$ cat config.mk
export PLATFORM = sky130hd
export DESIGN_NAME = spiRegSlave
export DESIGN_NICKNAME = d
export VERILOG_FILES = /design/src/rtl/spiRegPkg.sv /design/src/rtl/spiRegCtrl.sv /design/src/rtl/spiRegDatapath.sv /design/src/rtl/spiRegSlave.sv
export SDC_FILE = /design/constraint.sdc
export NUM_CORES = 2
export LEC_CHECK = 0
export BUFFER_PORTS_ARGS = -buffer_cell sky130_fd_sc_hd__buf_4
export CAP_MARGIN = 20
export CORE_MARGIN = 2
export CORE_UTILIZATION = 60
export CTS_CLUSTER_DIAMETER = 30
export CTS_CLUSTER_SIZE = 40
export DETAILED_ROUTE_END_ITERATION = 10
export PLACE_DENSITY_LB_ADDON = 0.05
export SYNTH_ARGS = -nofsm -noshare
export SYNTH_HDL_FRONTEND = slang
export SYNTH_HIERARCHICAL = 1
export SYNTH_SLANG_ARGS = --single-unit
$ cat constraint.sdc
create_clock -name clk -period 5.9 [get_ports clk]
set_clock_uncertainty 0.1 [all_clocks]
set_input_delay 0.59 -clock clk [delete_from_list [all_inputs] [get_ports clk]]
set_output_delay 0.59 -clock clk [all_outputs]
set_load 0.005 [all_outputs]
$ cat src/rtl/spiRegPkg.sv
package spiRegPkg;
  // strobes handed from the control to the datapath, one system-clock wide
  typedef struct packed {
    logic shiftEn;    // rising SCLK edge inside a transfer
    logic instrDone;  // eighth bit of the instruction taken
    logic byteDone;   // eighth bit of a data byte taken
    logic driveEdge;  // falling SCLK edge where read data advances
    logic xferEnd;    // chip select just released
    logic inData;     // level: data phase of a transfer
    logic rxBit;      // synchronized serial input bit
  } strbT;
endpackage

$ cat src/rtl/spiRegCtrl.sv
module spiRegCtrl
  import spiRegPkg::*;
#(
  parameter int BYTE_W = 8
) (
  input  logic clk,
  input  logic rstN,
  input  logic sclk,
  input  logic csN,
  input  logic sdioIn,
  output strbT strb
);
  localparam int CNT_W = $clog2(BYTE_W);
  localparam logic [CNT_W-1:0] LAST = CNT_W'(BYTE_W - 1);

  logic [1:0] sclkSync, csSync, dinSync;
  logic sclkPrev, csActPrev, inData;
  logic [CNT_W-1:0] bitCnt;
  logic csActive, rise, fall, lastBit;

  assign csActive = ~csSync[1];
  assign rise     = csActive & sclkSync[1] & ~sclkPrev;
  assign fall     = csActive & ~sclkSync[1] & sclkPrev;
  assign lastBit  = (bitCnt == LAST);

  always_ff @(posedge clk or negedge rstN) begin
    if (!rstN) begin
      sclkSync  <= '0;
      csSync    <= '1;
      dinSync   <= '0;
      sclkPrev  <= 1'b0;
      csActPrev <= 1'b0;
      bitCnt    <= '0;
      inData    <= 1'b0;
    end else begin
      sclkSync  <= {sclkSync[0], sclk};
      csSync    <= {csSync[0], csN};
      dinSync   <= {dinSync[0], sdioIn};
      sclkPrev  <= sclkSync[1];
      csActPrev <= csActive;
      if (!csActive) begin
        bitCnt <= '0;
        inData <= 1'b0;
      end else if (rise) begin
        bitCnt <= lastBit ? '0 : bitCnt + CNT_W'(1);
        if (lastBit) inData <= 1'b1;
      end
    end
  end

  always_comb begin
    strb.shiftEn   = rise;
    strb.instrDone = rise & lastBit & ~inData;
    strb.byteDone  = rise & lastBit & inData;
    strb.driveEdge = fall & inData & (bitCnt != '0);
    strb.xferEnd   = csActPrev & ~csActive;
    strb.inData    = inData;
    strb.rxBit     = dinSync[1];
  end

  assert_strobe_excl_R4: assert property (@(posedge clk) disable iff (!rstN)
    $onehot0({strb.instrDone, strb.byteDone, strb.xferEnd}));

  assert_instr_opens_data_R2: assert property (@(posedge clk) disable iff (!rstN)
    strb.instrDone |=> (inData || !csActive));

  assert_idle_clears_R8: assert property (@(posedge clk) disable iff (!rstN)
    !csActive |=> (bitCnt == '0 && !inData));
endmodule

$ cat src/rtl/spiRegDatapath.sv
module spiRegDatapath
  import spiRegPkg::*;
#(
  parameter int ADDR_W    = 7,
  parameter int ORDER_BIT = 6
) (
  input  logic clk,
  input  logic rstN,
  input  strbT strb,
  input  logic fourWire,
  output logic sdioOut,
  output logic sdioOe,
  output logic sdo
);
  localparam int BYTE_W = ADDR_W + 1;
  localparam int DEPTH  = 1 << ADDR_W;

  logic [BYTE_W-1:0] regFile [DEPTH];
  logic [BYTE_W-1:0] rxShift, rxNext, txShift;
  logic [ADDR_W-1:0] addr, stepAddr, instrAddr;
  logic isRead, lsbAct, instrRead, txBit, readOut;

  // both orders leave the flag in the top bit and the address below it
  assign rxNext    = lsbAct ? {strb.rxBit, rxShift[BYTE_W-1:1]}
                            : {rxShift[BYTE_W-2:0], strb.rxBit};
  assign instrRead = rxNext[BYTE_W-1];
  assign instrAddr = rxNext[ADDR_W-1:0];
  assign stepAddr  = lsbAct ? addr + ADDR_W'(1) : addr - ADDR_W'(1);

  always_ff @(posedge clk or negedge rstN) begin
    if (!rstN) begin
      for (int i = 0; i < DEPTH; i++) regFile[i] <= '0;
    end else if (strb.byteDone && !isRead) begin
      regFile[addr] <= rxNext;
    end
  end

  always_ff @(posedge clk or negedge rstN) begin
    if (!rstN) begin
      rxShift <= '0;
      txShift <= '0;
      addr    <= '0;
      isRead  <= 1'b0;
      lsbAct  <= 1'b0;
    end else begin
      if (strb.shiftEn) rxShift <= rxNext;
      if (strb.instrDone) begin
        addr   <= instrAddr;
        isRead <= instrRead;
        if (instrRead) txShift <= regFile[instrAddr];
      end else if (strb.byteDone) begin
        addr <= stepAddr;
        if (isRead) txShift <= regFile[stepAddr];
      end else if (strb.driveEdge) begin
        txShift <= lsbAct ? (txShift >> 1) : (txShift << 1);
      end
      if (strb.xferEnd) begin
        lsbAct <= regFile[0][ORDER_BIT];
        isRead <= 1'b0;
      end
    end
  end

  assign txBit   = lsbAct ? txShift[0] : txShift[BYTE_W-1];
  assign readOut = strb.inData & isRead;
  assign sdioOe  = readOut & ~fourWire;
  assign sdioOut = sdioOe & txBit;
  assign sdo     = readOut & fourWire & txBit;

  assert_order_hold_R7: assert property (@(posedge clk) disable iff (!rstN)
    !strb.xferEnd |=> $stable(lsbAct));

  assert_addr_down_R5: assert property (@(posedge clk) disable iff (!rstN)
    (strb.byteDone && !lsbAct) |=> (addr == $past(addr) - ADDR_W'(1)));

  assert_addr_up_R6: assert property (@(posedge clk) disable iff (!rstN)
    (strb.byteDone && lsbAct) |=> (addr == $past(addr) + ADDR_W'(1)));

  assert_oe_after_instr_R9: assert property (@(posedge clk) disable iff (!rstN)
    $rose(sdioOe) |-> ($past(strb.instrDone) || $past(fourWire)));

  assert_sdo_quiet_R10: assert property (@(posedge clk) disable iff (!rstN)
    sdioOe |-> (sdo == 1'b0));
endmodule

$ cat src/rtl/spiRegSlave.sv
module spiRegSlave #(
  parameter int ADDR_W    = 7,
  parameter int ORDER_BIT = 6
) (
  input  logic clk,
  input  logic rstN,
  input  logic sclk,
  input  logic csN,
  input  logic sdioIn,
  input  logic fourWire,
  output logic sdioOut,
  output logic sdioOe,
  output logic sdo
);
  localparam int BYTE_W = ADDR_W + 1;

  spiRegPkg::strbT strb;

  spiRegCtrl #(.BYTE_W(BYTE_W)) ctrl_i (
    .clk(clk), .rstN(rstN), .sclk(sclk), .csN(csN), .sdioIn(sdioIn), .strb(strb)
  );

  spiRegDatapath #(.ADDR_W(ADDR_W), .ORDER_BIT(ORDER_BIT)) dp_i (
    .clk(clk), .rstN(rstN), .strb(strb), .fourWire(fourWire),
    .sdioOut(sdioOut), .sdioOe(sdioOe), .sdo(sdo)
  );
endmodule

==> reports/qor.yml <==
floorplanning:
  core_mm2: 0.09194
  ioPinCount: 9
  dieArea_mm2: 0.09560
  start_util_pct: 60.79
  die_w_um: 309.2
  rows: 111
  die_y_um: 309.2
timing:
  finalMaxSlewViolations: 0
  worst_pin_slew_ps: 1217
  finalCritPeriodShare_pct: 81.17
  fin_ws_ps: 1111
  fmax_mhz: 208.8
  finalSetupViolCount: 0
  finalHoldViolations: 0
  final.min_clock_period_ps: 4789
  slew_headroom_pct: 18.46
  setup_tns_ps: 0
  rsz0062_at_grt: "no"
detailed_routing:
  drc_errors: 0
  dr_total_vias: 48830
  first_pass_iters: 10
  wl_um: 200900
  antenna_left: 0
  drtIter0Drc: 7055
  viasPerCell: 6.769
  wire_per_inst_um: 27.85
status:
  status: "completed"
pwr:
  clockPowerShare_pct: 57.3
  ir_worst_vdd_mv: 0.3427
  design_power_total_uw: 22550
  p_leak_uw: 0.02784
  p_per_area_mw_per_mm2: 345.0
  switching_power_uw: 6005
  p_int_uw: 16540
  switching_share_pct: 26.63
  pwr-share-comb_pct: 10.1
  pwr-share-seq_pct: 32.7
final_layout:
  fin_area_mm2: 0.06535
  final_util_pct: 71.08
  fillers: 6845
  nNetsFinal: 5797
  drive_above_1_share_pct: 16.50
  layout_common_cells: "nand2_1, dfrtp_1, nor2_1"
  multi_input_area_mm2: 0.02741
  ff_latch_area_mm2: 0.02656
  syn_to_final_growth_pct: 16.93
  layout_commonest_cell: "nand2_1"
synth:
  synth.distinct_cells: 80
  synth-main-ff-cell: "dfrtp_1"
  yosysSeqAreaShare_pct: 47.51
  ys_ff_latch: 1061
  synth.avg_cell_area_um2: 9.524
  synthesis.instances: 5868
  syn-cell-area_mm2: 0.05589
  syn-num-nets: 5883
  yosysWarnings: 6
  async_flop_share_pct: 100.0
  synth_edf_count: 0
cts:
  cts_buffers: 223
  htreeDepth: 4
  cts.sinks: 1061
  root_buffer: "clkbuf_16"
  path_clk_slew_ps: 50
  tritoncts: "yes"
  insertion_delay_ps: 790
  holdBufCountCts: 4
  clock_path_buffers: 3
  ctsResizeCount: 0
  postCtsSetupRepairBufs: 0
grt:
  grt_max_degree: 153
  grt_use_total_pct: 42.69
  grt_pass1_vias: 46840
  grt_pass1_wl_um: 302500
  antenna_found_initial: 7
  grt.overflow.total: 0
placement:
  place_area_mm2: 0.05734
  portBuffers: 8
  place_ws_ps: 1249
  gp_congestion: 1.022
  dp_hpwl_um: 128600
min_path:
  hold_path_depth: 0
  whs_endpoint: "ctrl_i/dinSync[1]$_DFF_PN0_"
  hold_class: "register to register"
  min_from: "ctrl_i/dinSync[0]$_DFF_PN0_"
worst_setup_path:
  worstReg2RegStart: "dp_i/lsbAct$_DFFE_PN0P_"
  critPathArrivalTime_ps: 5340
  end_kind: "register"
  required_ps: 6460
  critical_path_class: "register to register"
  worst_r2r_endpoint: "dp_i/txShift[6]$_DFFE_PN0P_"
  cp-start-kind: "register"
  r2r_setup_slack_ps: 1110
  rr_worst_depth: 12
  crit_fanout: 15
  critPathLaunch: "dp_i/lsbAct$_DFFE_PN0P_"
run:
  cap_violations: 0
per-layer routing:
metal	vias to the layer above	wire (µm)	global-route usage [%]
met5	-	79	0
met4	12	14390	26.56
met3	832	23250	11.61
met2	3312	87920	61.84
met1	24000	75290	57.57
li1	20670	-	-
worst max-delay path by stage:
stage,to,slack [ps]
6_report,dp_i/txShift[6]$_DFFE_PN0P_,1110
5_1_grt,dp_i/txShift[6]$_DFFE_PN0P_,970
4_1_cts,dp_i/txShift[6]$_DFFE_PN0P_,1230
3_5_place_dp,dp_i/txShift[6]$_DFFE_PN0P_,1250
3_3_place_gp,dp_i/txShift[5]$_DFFE_PN0P_,1260
2_1_floorplan,dp_i/txShift[3]$_DFFE_PN0P_,1130
Yosys cell counts, drive strengths merged, types with 24 or more instances:
library cell / count / area share [%]
mux4: 346 / 14
o21ai: 525 / 4.7
nor2: 672 / 4.5
nand2: 1244 / 8.4
nor3: 26 / 0.24
and3: 24 / 0.27
a21oi: 639 / 5.7
clkbuf: 339 / 2.3
mux2i: 199 / 3.6
dfrtp: 1059 / 47
buf: 167 / 1.6
nand3: 299 / 2.7
nand4: 33 / 0.37
kinds of logic (layout without fill, tap and decap cells):
logic type,Yosys count,after routing,share of synthesized area [%]
compound gates,1350,1350,13.09
flops,1061,1061,47.51
buf+inv,516,617,3.947
simple gates,2362,2362,17.27
fa+ha+maj,9,9,0.2149
xor+xnor,12,12,0.1881
mux,558,558,17.78
other cells,0,1,0
state kept, by name, summed over array words and instances, names as in the netlist, 2 cells and up:
signal	cells
ctrl_i/csSync	2
dp_i/txShift	8
dp_i/rxShift	8
ctrl_i/dinSync	2
dp_i/regFile	1024
ctrl_i/sclkSync	2
ctrl_i/bitCnt	3
dp_i/addr	7
worst max-delay path: stages (launching register included):
cell and delay [ps]:
dfrtp_2 640, inv_1 300, ha_1 570, nand2b_1 140, a21oi_1 490, xnor2_2 330, buf_4 460, buf_4 300
mux4_2 580, mux2_2 330, nand2_1 90, and4b_1 210, a41oi_1 90
power groups by stage:
stage	Combinational (µW)	Sequential, µW	Clock (µW)
floorplan	1150	7440	0
global placement	2160	7470	0
global route	2320	7360	13400
finish	2270	7370	12900
detailed placement	2170	7470	0
CTS	2170	7360	13000
cell type report:
type                            count  area share [%]
Clock buffer                      293           9.716
Tap cell                         1243           2.380
Sequential cell                  1061           40.64
Clock inverter                    119           2.334
Timing Repair Buffer              195           2.935
Inverter                           10         0.05744
Multi-Input combinational cell   4291           41.93
Antenna cell                        1        0.003829
stage by stage:
stage / std cells / hold WS [ps]
global placement: 6780 / 247.9
global route: 7212 / 247.4
detailed placement: 6787 / 242.0
floorplan: 5868 / 194.4
CTS: 7203 / 250.3
finish: 7213 / 247.4
(Power assumes the default switching activity.)
